$ cat config.mk
export PLATFORM = sky130hd
export DESIGN_NAME = thresh_evt_counter
export DESIGN_NICKNAME = d
export VERILOG_FILES = /design/src/rtl/thr_pkg.sv /design/src/rtl/thr_cfg_reg.sv /design/src/rtl/thr_qualify.sv /design/src/rtl/thr_lvl_gate.sv /design/src/rtl/thr_accum.sv /design/src/rtl/thresh_evt_counter.sv
export SDC_FILE = /design/constraint.sdc
export NUM_CORES = 1
export LEC_CHECK = 0
export BUFFER_PORTS_ARGS = -buffer_cell sky130_fd_sc_hd__buf_2
export CAP_MARGIN = 10
export CORE_AREA = 2 2 114 116
export CTS_CLUSTER_SIZE = 8
export DETAILED_ROUTE_END_ITERATION = 16
export DIE_AREA = 0 0 116 118
export PLACE_DENSITY = 0.77
export SLEW_MARGIN = 15
export SYNTH_ARGS = -nofsm -noshare
export SYNTH_HDL_FRONTEND = slang
export SYNTH_SLANG_ARGS = --single-unit
export TNS_END_PERCENT = 1
$ cat constraint.sdc
create_clock -name clk -period 3.4 [get_ports clk]
set_input_delay 0.68 -clock clk [delete_from_list [all_inputs] [get_ports clk]]
set_output_delay 0.68 -clock clk [all_outputs]
set_load 0.005 [all_outputs]
$ cat src/rtl/thr_pkg.sv
package thr_pkg;
  localparam int THR_W = 12;
  localparam int NLVL  = 3;

  typedef enum logic [1:0] {
    REL_NE = 2'd0,
    REL_EQ = 2'd1,
    REL_GE = 2'd2,
    REL_LT = 2'd3
  } rel_e;

  typedef struct packed {
    logic [THR_W-1:0] thr;
    rel_e             rel;
    logic             by_one;
    logic             wide;
    logic [NLVL-1:0]  excl;
  } cfg_t;
endpackage

$ cat src/rtl/thr_cfg_reg.sv
module thr_cfg_reg
  import thr_pkg::*;
#(
  parameter int THR_MAX = 255,
  parameter bit THR_EN  = 1'b1
) (
  input  logic clk,
  input  logic rst_n,
  input  logic we_i,
  input  cfg_t cfg_i,
  output cfg_t cfg_q,
  output logic err_q
);
  localparam logic [THR_W-1:0] MAX_L = THR_W'(THR_MAX);

  cfg_t cfg_d;
  logic err_d;
  logic ok;

  always_comb begin
    ok    = (cfg_i.thr == '0) || (THR_EN && (cfg_i.thr <= MAX_L));
    cfg_d = cfg_q;
    err_d = err_q;
    if (we_i) begin
      err_d = !ok;
      if (ok) cfg_d = cfg_i;
    end
  end

  always_ff @(posedge clk or negedge rst_n) begin
    if (!rst_n) begin
      cfg_q <= '0;
      err_q <= 1'b0;
    end else if (we_i) begin
      cfg_q <= cfg_d;
      err_q <= err_d;
    end
  end


  reject_keeps_cfg_chk: assert property (@(posedge clk) disable iff (!rst_n)
    (we_i && (cfg_i.thr > MAX_L)) |=> (cfg_q == $past(cfg_q)) && err_q);


  err_only_on_write_chk: assert property (@(posedge clk) disable iff (!rst_n)
    !we_i |=> $stable(err_q));
endmodule

$ cat src/rtl/thr_qualify.sv
module thr_qualify
  import thr_pkg::*;
#(
  parameter int EVT_W = 4
) (
  input  logic             clk,
  input  logic             rst_n,
  input  logic [THR_W-1:0] thr_i,
  input  rel_e             rel_i,
  input  logic             by_one_i,
  input  logic [EVT_W-1:0] evt_i,
  output logic [EVT_W-1:0] add_o
);
  logic [THR_W-1:0] evt_x;
  logic             pass;

  always_comb begin
    evt_x = THR_W'(evt_i);
    unique case (rel_i)
      REL_NE:  pass = (evt_x != thr_i);
      REL_EQ:  pass = (evt_x == thr_i);
      REL_GE:  pass = (evt_x >= thr_i);
      default: pass = (evt_x <  thr_i);
    endcase
    if (thr_i == '0)  add_o = evt_i;
    else if (!pass)   add_o = '0;
    else if (by_one_i) add_o = EVT_W'(1);
    else              add_o = evt_i;
  end


  by_one_max_chk: assert property (@(posedge clk) disable iff (!rst_n)
    (by_one_i && (thr_i != '0)) |-> (add_o <= EVT_W'(1)));


  eq_miss_zero_chk: assert property (@(posedge clk) disable iff (!rst_n)
    ((thr_i != '0) && (rel_i == REL_EQ) && (THR_W'(evt_i) != thr_i)) |-> (add_o == '0));


  bypass_raw_chk: assert property (@(posedge clk) disable iff (!rst_n)
    (thr_i == '0) |-> (add_o == evt_i));
endmodule

$ cat src/rtl/thr_lvl_gate.sv
module thr_lvl_gate
  import thr_pkg::*;
(
  input  logic            clk,
  input  logic            rst_n,
  input  logic [1:0]      priv_i,
  input  logic            guest_i,
  input  logic [NLVL-1:0] excl_i,
  output logic            en_o
);
  logic [NLVL-1:0] hit;

  for (genvar i = 0; i < NLVL; i++) begin : g_lvl
    assign hit[i] = (priv_i == 2'(i)) && excl_i[i];
  end

  assign en_o = !(|hit) && !(guest_i && (priv_i == 2'd2));


  priv_range_chk: assert property (@(posedge clk) disable iff (!rst_n)
    priv_i != 2'd3);


  guest_l2_block_chk: assert property (@(posedge clk) disable iff (!rst_n)
    (guest_i && (priv_i == 2'd2)) |-> !en_o);
endmodule

$ cat src/rtl/thr_accum.sv
module thr_accum #(
  parameter int CNT_W    = 64,
  parameter int NARROW_W = 32,
  parameter int EVT_W    = 4
) (
  input  logic             clk,
  input  logic             rst_n,
  input  logic             wide_i,
  input  logic             we_i,
  input  logic [CNT_W-1:0] wdata_i,
  input  logic             en_i,
  input  logic [EVT_W-1:0] add_i,
  output logic [CNT_W-1:0] rdata_o
);
  logic [CNT_W-1:0] cnt_q;
  logic [CNT_W-1:0] cnt_d;
  logic             ld;

  always_comb begin
    ld = we_i || en_i;
    if (we_i)      cnt_d = wdata_i;
    else if (en_i) cnt_d = cnt_q + CNT_W'(add_i);
    else           cnt_d = cnt_q;
    if (!wide_i) cnt_d[CNT_W-1:NARROW_W] = '0;
  end

  always_ff @(posedge clk or negedge rst_n) begin
    if (!rst_n)  cnt_q <= '0;
    else if (ld) cnt_q <= cnt_d;
  end

  always_comb begin
    rdata_o = cnt_q;
    if (!wide_i) rdata_o[CNT_W-1:NARROW_W] = '0;
  end


  write_wins_chk: assert property (@(posedge clk) disable iff (!rst_n)
    (we_i && wide_i) |=> (cnt_q == $past(wdata_i)));


  narrow_upper_chk: assert property (@(posedge clk) disable iff (!rst_n)
    (!wide_i && ld) |=> (cnt_q[CNT_W-1:NARROW_W] == '0));


  no_add_hold_chk: assert property (@(posedge clk) disable iff (!rst_n)
    (!we_i && (!en_i || (add_i == '0))) |=> $stable(cnt_q[NARROW_W-1:0]));
endmodule

$ cat src/rtl/thresh_evt_counter.sv
module thresh_evt_counter
  import thr_pkg::*;
#(
  parameter int THR_MAX = 255,
  parameter bit THR_EN  = 1'b1,
  parameter int EVT_W   = 4,
  parameter int CNT_W   = 64
) (
  input  logic             clk,
  input  logic             rst_n,
  input  logic             cfg_we,
  input  logic [11:0]      cfg_thresh,
  input  logic [1:0]       cfg_rel,
  input  logic             cfg_by_one,
  input  logic             cfg_wide,
  input  logic [2:0]       cfg_excl,
  output logic             cfg_err,
  input  logic [EVT_W-1:0] evt_inc,
  input  logic [1:0]       priv_lvl,
  input  logic             in_guest,
  input  logic             cnt_we,
  input  logic [CNT_W-1:0] cnt_wdata,
  output logic [CNT_W-1:0] cnt_rdata
);
  localparam int NARROW_W = CNT_W / 2;

  cfg_t             cfg_in;
  cfg_t             cfg;
  logic [EVT_W-1:0] add;
  logic             lvl_en;

  always_comb begin
    cfg_in.thr    = cfg_thresh;
    cfg_in.rel    = rel_e'(cfg_rel);
    cfg_in.by_one = cfg_by_one;
    cfg_in.wide   = cfg_wide;
    cfg_in.excl   = cfg_excl;
  end

  thr_cfg_reg #(.THR_MAX(THR_MAX), .THR_EN(THR_EN)) u_cfg (
    .clk(clk), .rst_n(rst_n), .we_i(cfg_we), .cfg_i(cfg_in),
    .cfg_q(cfg), .err_q(cfg_err)
  );

  thr_qualify #(.EVT_W(EVT_W)) u_qual (
    .clk(clk), .rst_n(rst_n), .thr_i(cfg.thr), .rel_i(cfg.rel),
    .by_one_i(cfg.by_one), .evt_i(evt_inc), .add_o(add)
  );

  thr_lvl_gate u_gate (
    .clk(clk), .rst_n(rst_n), .priv_i(priv_lvl), .guest_i(in_guest),
    .excl_i(cfg.excl), .en_o(lvl_en)
  );

  thr_accum #(.CNT_W(CNT_W), .NARROW_W(NARROW_W), .EVT_W(EVT_W)) u_acc (
    .clk(clk), .rst_n(rst_n), .wide_i(cfg.wide), .we_i(cnt_we),
    .wdata_i(cnt_wdata), .en_i(lvl_en), .add_i(add), .rdata_o(cnt_rdata)
  );


  excluded_level_chk: assert property (@(posedge clk) disable iff (!rst_n)
    (!cnt_we && (priv_lvl != 2'd3) && cfg.excl[priv_lvl]) |=> $stable(cnt_rdata[NARROW_W-1:0]));
endmodule

==> impl_metrics.py, run 1 <==
metrics = {
    "outcome": {
        "status": "finished with violations",
        "violations": "negative setup slack",
    },
    "drt": {
        "drc": 0,
        "via_per_inst": 5.77,
        "vias": 5869,
        "wl_per_cell_um": 17.2,
        "wl_mm": 17.5,
        "ant_nets": 0,
        "drtIter0Drc": 542,
        "dr.pass1.iters": 5,
    },
    "floorplan": {
        "initial_utilization_pct": 47.9,
        "core.rowCount": 41,
        "die_area_sq_um": 13700,
        "die_w_um": 116,
        "die_y_um": 118,
        "ioPinCount": 159,
        "coreArea_sq_um": 12400,
    },
    "placement": {
        "portBuffers": 158,
        "place.gp.congestion": 0.936,
        "post-dp-hpwl_mm": 12.7,
        "placed_cells": 997,
    },
    "clock_network": {
        "cts_tree": "built",
        "cts_hold_buf": 0,
        "root_buffer": "clkbuf_16",
        "cts.path.max_buffers": 2,
        "clk_latency_ns": 0.35,
        "htreeDepth": 3,
        "cts_buffers": 9,
        "cts.clk_slew.worst_paths_ns": 0.06,
        "cts.sink_count": 84,
    },
    "global_routing": {
        "gr-total-overflow": 0,
        "grt_pass1_vias": 5755,
        "grt_pass1_wl_mm": 28.3,
        "top_usage_layer": "met2",
        "grt_max_degree": 54,
        "antenna_found_initial": 1,
        "use_met2_pct": 40.4,
        "grt_usage_pct": 26.0,
        "grtUsageMet1_pct": 34.6,
        "gr-usage-met3_pct": 6.08,
    },
    "synth": {
        "seq_area_frac_synth_pct": 35.3,
        "ys_types": 65,
        "synthArstFlopShare_pct": 100,
        "postSynthRegisterBits": 84,
        "synth_edf_count": 0,
        "synth_nets": 806,
        "synth-main-ff-cell": "dfrtp_1",
        "syn_inst": 703,
        "netlist_area_sq_um": 5950,
        "syn_avg_cell_area_sq_um": 8.46,
        "yosys_warnings": 0,
    },
    "power_and_ir_drop": {
        "internal_power_w": 0.00221,
        "p_total_w": 0.00339,
        "switching_share_pct": 34.7,
        "switchingPower_w": 0.00118,
        "p_leak_nw": 3.30,
        "seqPwrFrac_pct": 41.1,
        "p_per_area_nw_per_um2": 460,
        "pwr-share-comb_pct": 29.0,
        "ir_drop_v": 0.000322,
        "p_clk_share_pct": 29.9,
    },
    "timing": {
        "slew_headroom_pct": 45.3,
        "worst_pin_slew_ns": 0.820,
        "post-route-period-util_pct": 106,
        "final_hold_viol_count": 0,
        "finalClockSkew_ns": 0.0116,
        "fmax_mhz": 277,
        "slew_viol_final": 0,
        "post-route-min-period_ns": 3.61,
        "setup_violations": 18,
        "rsz0062_at_grt": "yes",
        "layout_setup_ws_ns": -0.213,
    },
    "worst_setup_path": {
        "critPathLaunch": "evt_inc[3]",
        "cp_slowest_cell": "fa_2",
        "worstPathRequired_ns": 3.60,
        "r2r-start": "u_cfg.cfg_q[10]",
        "cp-end-kind": "flip-flop",
        "path_cells": "buf_4, ha_4, and4_4, and4_1, nor3_2, nand3_2, o21a_1, nand2b_4, fa_2, nand2b_4, a21oi_4, buf_6, nand4_1, nor4_2, buf_4, mux2i_1, o21ai_1",
        "critPathLaunchType": "input pin",
        "cpPeakStageDelay_ns": 0.36,
        "crit_fanout": 3,
        "crit_arrival_ns": 3.81,
        "path_class": "in2reg",
    },
    "cells_and_area": {
        "antenna_cells": 0,
        "final_core_util_pct": 59.4,
        "instances_no_fill": 1018,
        "nets": 944,
        "layout-drive-gt1-share_pct": 33.3,
        "syn2layout_area_growth_pct": 24.0,
    },
    "run": {
        "drv_cap": 0,
    },
    "min_path": {
        "hp-class": "in2async",
    },
}
-- worst paths after layout --
path	to	slack (ns)	depth (start not counted)
setup / recovery	u_acc.cnt_q[62]	-0.21	17
hold / removal	u_acc.cnt_q[49]	0.31	1
setup reg to reg	u_acc.cnt_q[62]	-0.18	17
hold reg to reg	u_cfg.err_q	0.50	2
max in group asynchronous	u_acc.cnt_q[6]	2.35	2
min in group clk	u_cfg.err_q	0.50	2
-- critical path: cells and delay by family --
kind / cells / cell delay (ns)
and+or+nand+nor: 8 / 1.49
adders and majority gates: 2 / 0.59
AOI/OAI and AO/OA: 3 / 0.47
buffers and inverters: 3 / 0.40
muxes: 1 / 0.17
-- stage by stage --
stage	TNS, ns	instance area (sq um)	hold WS, ns	worst slack, ns
finish	-1.50	7380	0.313	-0.213
floorplan	-2.54	6030	0.384	-0.340
global route	-9.75	7380	0.338	-0.391
global placement	-20.54	6880	0.471	-0.618
detailed placement	-23.90	6880	0.492	-0.695
CTS	-1.63	7280	0.318	-0.215
-- cells by family after synthesis --
| kind of cell | share of synthesized area, % |
|---|---|
| flip-flops | 35.3 |
| adder cells (fa/ha/maj) | 2.02 |
| buffers and inverters | 7.97 |
| AO/OA/AOI/OAI | 13.8 |
| XOR/XNOR | 4.42 |
| AND/OR/NAND/NOR | 32.4 |
| multiplexers | 4.14 |
-- Yosys cell counts, drive strengths merged (9+ instances only) --
library cell,number,area (sq um)
buf,45,332
o211ai,9,67.6
xnor2,20,175
inv,11,41.3
nor3,17,108
o21ai,51,259
nor2,43,161
and2,42,265
nor2b,10,62.6
clkbuf,27,101
nand4,29,224
nand3,39,213
nor4,15,93.8
or3,9,56.3
and3,13,86.3
dfrtp,84,2100
mux2i,10,100
xor2,10,87.6
and4,14,123
a21oi,10,53.8
mux2,13,146
a22oi,13,97.6
nand2,100,383
-- routing by layer --
| metal | wire length, um | part of all wire [%] |
|---|---|---|
| met1 | 7200 | 41 |
| met2 | 7970 | 46 |
| met3 | 1730 | 9.9 |
| met4 | 564 | 3.2 |
| met5 | 16 | 0.092 |
-- cell usage in the layout, fill, tap and decap left out, drive strengths merged, types with 13 or more instances in the layout --
cell type and count:
nor2 43, nand3 39, xnor2 20, nor3 17, buf 199, o21ai 51
nand2 100, and2 42, mux2 13, a22oi 13, and3 13, nor4 15
and4 14, nand4 29, dfrtp 84
-- registers in the layout, indices dropped and copies added (netlist names) --
name,count
u_acc.cnt_q,64
u_cfg.cfg_q,19
u_cfg.err_q,1
-- final cells by class --
type	instances	area (sq um)
Clock buffer	10	239
Inverter	11	48.8
Sequential cell	84	2100
Fill cell	1174	5040
Clock inverter	6	63.8
Multi-Input combinational cell	536	3580
Tap cell	172	215
Timing Repair Buffer	199	1130
-- power groups by stage --
stage | logic (W) | clock network, W | registers (W)
3_3_place_gp | 0.000900 | 0 | 0.00139
6_report | 0.000983 | 0.00102 | 0.00139
3_5_place_dp | 0.000918 | 0 | 0.00140
5_1_grt | 0.00110 | 0.00108 | 0.00141
4_1_cts | 0.000962 | 0.00103 | 0.00138
2_1_floorplan | 0.000690 | 0 | 0.00130
-- timing repair --
item,4_1_cts,5_1_grt
resized for setup,22,21
pin swaps,18,14
setup endpoints to repair,41,53
buffers inserted,3,2
No activity file was read; power rests on OpenSTA's default activity.
==> run 2: changes to the inputs <==
GPL_TIMING_DRIVEN = 0   (was unset)
==> impl_metrics.py, run 2 (synthesized netlist as in run 1, its figures left out) <==
metrics = {
    "worst_setup_path": {
        "cp-end-kind": "flip-flop",
        "crit_arrival_ns": 3.95,
        "cp_top_family": "simple AND/OR/NAND/NOR gates",
        "worstPathRequired_ns": 3.63,
        "cp_slowest_cell": "dfrtp_1",
        "critPathLaunchType": "flip-flop",
        "path_cells": "ha_4, and4_4, and4_1, nor3_2, nand3_1, o21a_1, nand2b_4, fa_2, nand2b_4, a21oi_4, nand4_4, buf_6, or4_4, nand3_2, or3b_1",
        "path_class": "reg2reg",
        "path_buf_inv": 1,
        "path_common_cell": "nand2b_4",
        "crit_fanout": 4,
        "cpPeakStageDelay_ns": 0.43,
    },
    "cells_and_area": {
        "layout-drive-gt1-share_pct": 34.1,
        "final_cell_mix": "buf_2 (158), nand2_1 (96), dfrtp_1 (84), buf_4 (52), o21ai_0 (47)",
        "final_core_util_pct": 61.8,
        "nets": 992,
        "largest_reg_flops": 64,
        "final_common_cell": "buf_2",
        "top_register": "u_acc.cnt_q",
        "reg_top3": "u_acc.cnt_q x64, u_cfg.cfg_q x19, u_cfg.err_q x1",
        "instances_no_fill": 1066,
        "antenna_cells": 0,
        "syn2layout_area_growth_pct": 29.0,
    },
    "timing": {
        "slew_headroom_pct": 22.6,
        "setup_violations": 32,
        "post-route-min-period_ns": 3.73,
        "slew_viol_final": 0,
        "final_hold_viol_count": 0,
        "layout_setup_ws_ns": -0.329,
        "finalClockSkew_ns": 0.00520,
        "post-route-period-util_pct": 110,
        "fmax_mhz": 268,
        "worst_pin_slew_ns": 1.13,
        "rsz0062_at_grt": "yes",
    },
    "global_routing": {
        "grt_pass1_wl_mm": 30.0,
        "grt_pass1_vias": 5836,
        "grt_usage_pct": 27.9,
        "grt_max_degree": 58,
        "antenna_found_initial": 2,
        "gr-total-overflow": 0,
    },
    "clock_network": {
        "cts_buffers": 9,
        "cts.clk_slew.worst_paths_ns": 0.06,
        "htreeDepth": 3,
        "cts.path.max_buffers": 2,
        "clk_latency_ns": 0.35,
        "root_buffer": "clkbuf_16",
        "cts_tree": "built",
        "cts.sink_count": 84,
    },
    "drt": {
        "drc": 0,
        "ant_nets": 0,
        "via_per_inst": 5.72,
        "wl_per_cell_um": 17.9,
        "drtIter0Drc": 565,
        "vias": 6093,
        "wl_mm": 19.0,
        "dr.pass1.iters": 7,
    },
    "run": {
        "drv_cap": 0,
    },
    "floorplan": {
        "die_w_um": 116,
        "core.rowCount": 41,
        "ioPinCount": 159,
        "die_y_um": 118,
        "die_area_sq_um": 13700,
        "initial_utilization_pct": 47.9,
        "coreArea_sq_um": 12400,
    },
    "outcome": {
        "violations": "negative setup slack",
        "status": "finished with violations",
    },
    "power_and_ir_drop": {
        "p_per_area_nw_per_um2": 452,
        "p_leak_nw": 3.41,
        "ir_drop_v": 0.000270,
    },
    "placement": {
        "post-dp-hpwl_mm": 13.9,
        "placed_cells": 1034,
        "place.gp.congestion": 0.963,
        "portBuffers": 158,
    },
    "min_path": {
        "hp-class": "in2async",
    },
}
==> run 2: cell count changes in the layout (fill, tap and decap cells not counted), sizes merged <==
cell      previous run  this run
clkinvlp             2         1
buf                199       220
clkbuf              10        38
==> run 2: power breakdown <==
part | switching, W | leakage, nW | total [W] | internal (W)
clock network | 0.000407 | 0.139 | 0.000973 | 0.000566
logic | 0.000601 | 2.20 | 0.00114 | 0.000536
registers | 0.000207 | 1.06 | 0.00136 | 0.00115
==> run 2: final timing paths <==
kind	startpoint	end	slack (ns)	depth (start not counted)
min in group clk	u_cfg.cfg_q[2]	u_cfg.cfg_q[2]	0.51	1
setup reg to reg	u_cfg.cfg_q[7]	u_acc.cnt_q[48]	-0.33	15
hold reg to reg	u_cfg.cfg_q[2]	u_cfg.cfg_q[2]	0.51	1
setup / recovery	u_cfg.cfg_q[7]	u_acc.cnt_q[48]	-0.33	15
max in group asynchronous	rst_n	u_acc.cnt_q[31]	2.51	2
hold / removal	rst_n	u_acc.cnt_q[49]	0.26	1
==> run 2: through the flow <==
step	total power, W	instance area [sq um]	setup slack [ns]	TNS (ns)	hold slack (ns)
floorplan	0.00199	6030	-0.340	-2.54	0.384
finish	0.00347	7670	-0.329	-4.89	0.262
CTS	0.00344	7590	-0.290	-3.22	0.272
global route	0.00366	7670	-0.447	-11.07	0.291
detailed placement	0.00239	7070	-0.872	-29.66	0.495
global placement	0.00236	7040	-0.836	-27.93	0.469
==> run 2: layout make-up <==
type	count	area [sq um]
Clock inverter	5	52.6
Multi-Input combinational cell	536	3610
Buffer	72	442
Fill cell	1177	4740
Inverter	11	48.8
Sequential cell	84	2100
Timing Repair Buffer	175	970
Clock buffer	11	233
Tap cell	172	215
==> run 2: metal layers <==
metal	vias up	wire [um]	track usage (%)	share of wire (%)
li1	2868	-	-	-
met1	2878	8000	37.8	42
met2	292	8740	43.1	46
met3	51	1640	5.20	8.6
met4	4	633	12.6	3.3
met5	-	16	0	0.084
==> run 2: timing repair <==
action	4_1_cts	5_1_grt
pin swaps	21	11
hold buffers	0	0
setup buffers	12	4
resized for setup	38	13
setup endpoints to repair	55	52
==> run 2: worst register-to-register path, stage by stage, from the launching register on <==
cell and delay (ns):
dfrtp_1 0.43, ha_4 0.25, and4_4 0.19, and4_1 0.19
nor3_2 0.15, nand3_1 0.13, o21a_1 0.24, nand2b_4 0.15
fa_2 0.34, nand2b_4 0.16, a21oi_4 0.23, nand4_4 0.15
buf_6 0.15, or4_4 0.43, nand3_2 0.08, or3b_1 0.33
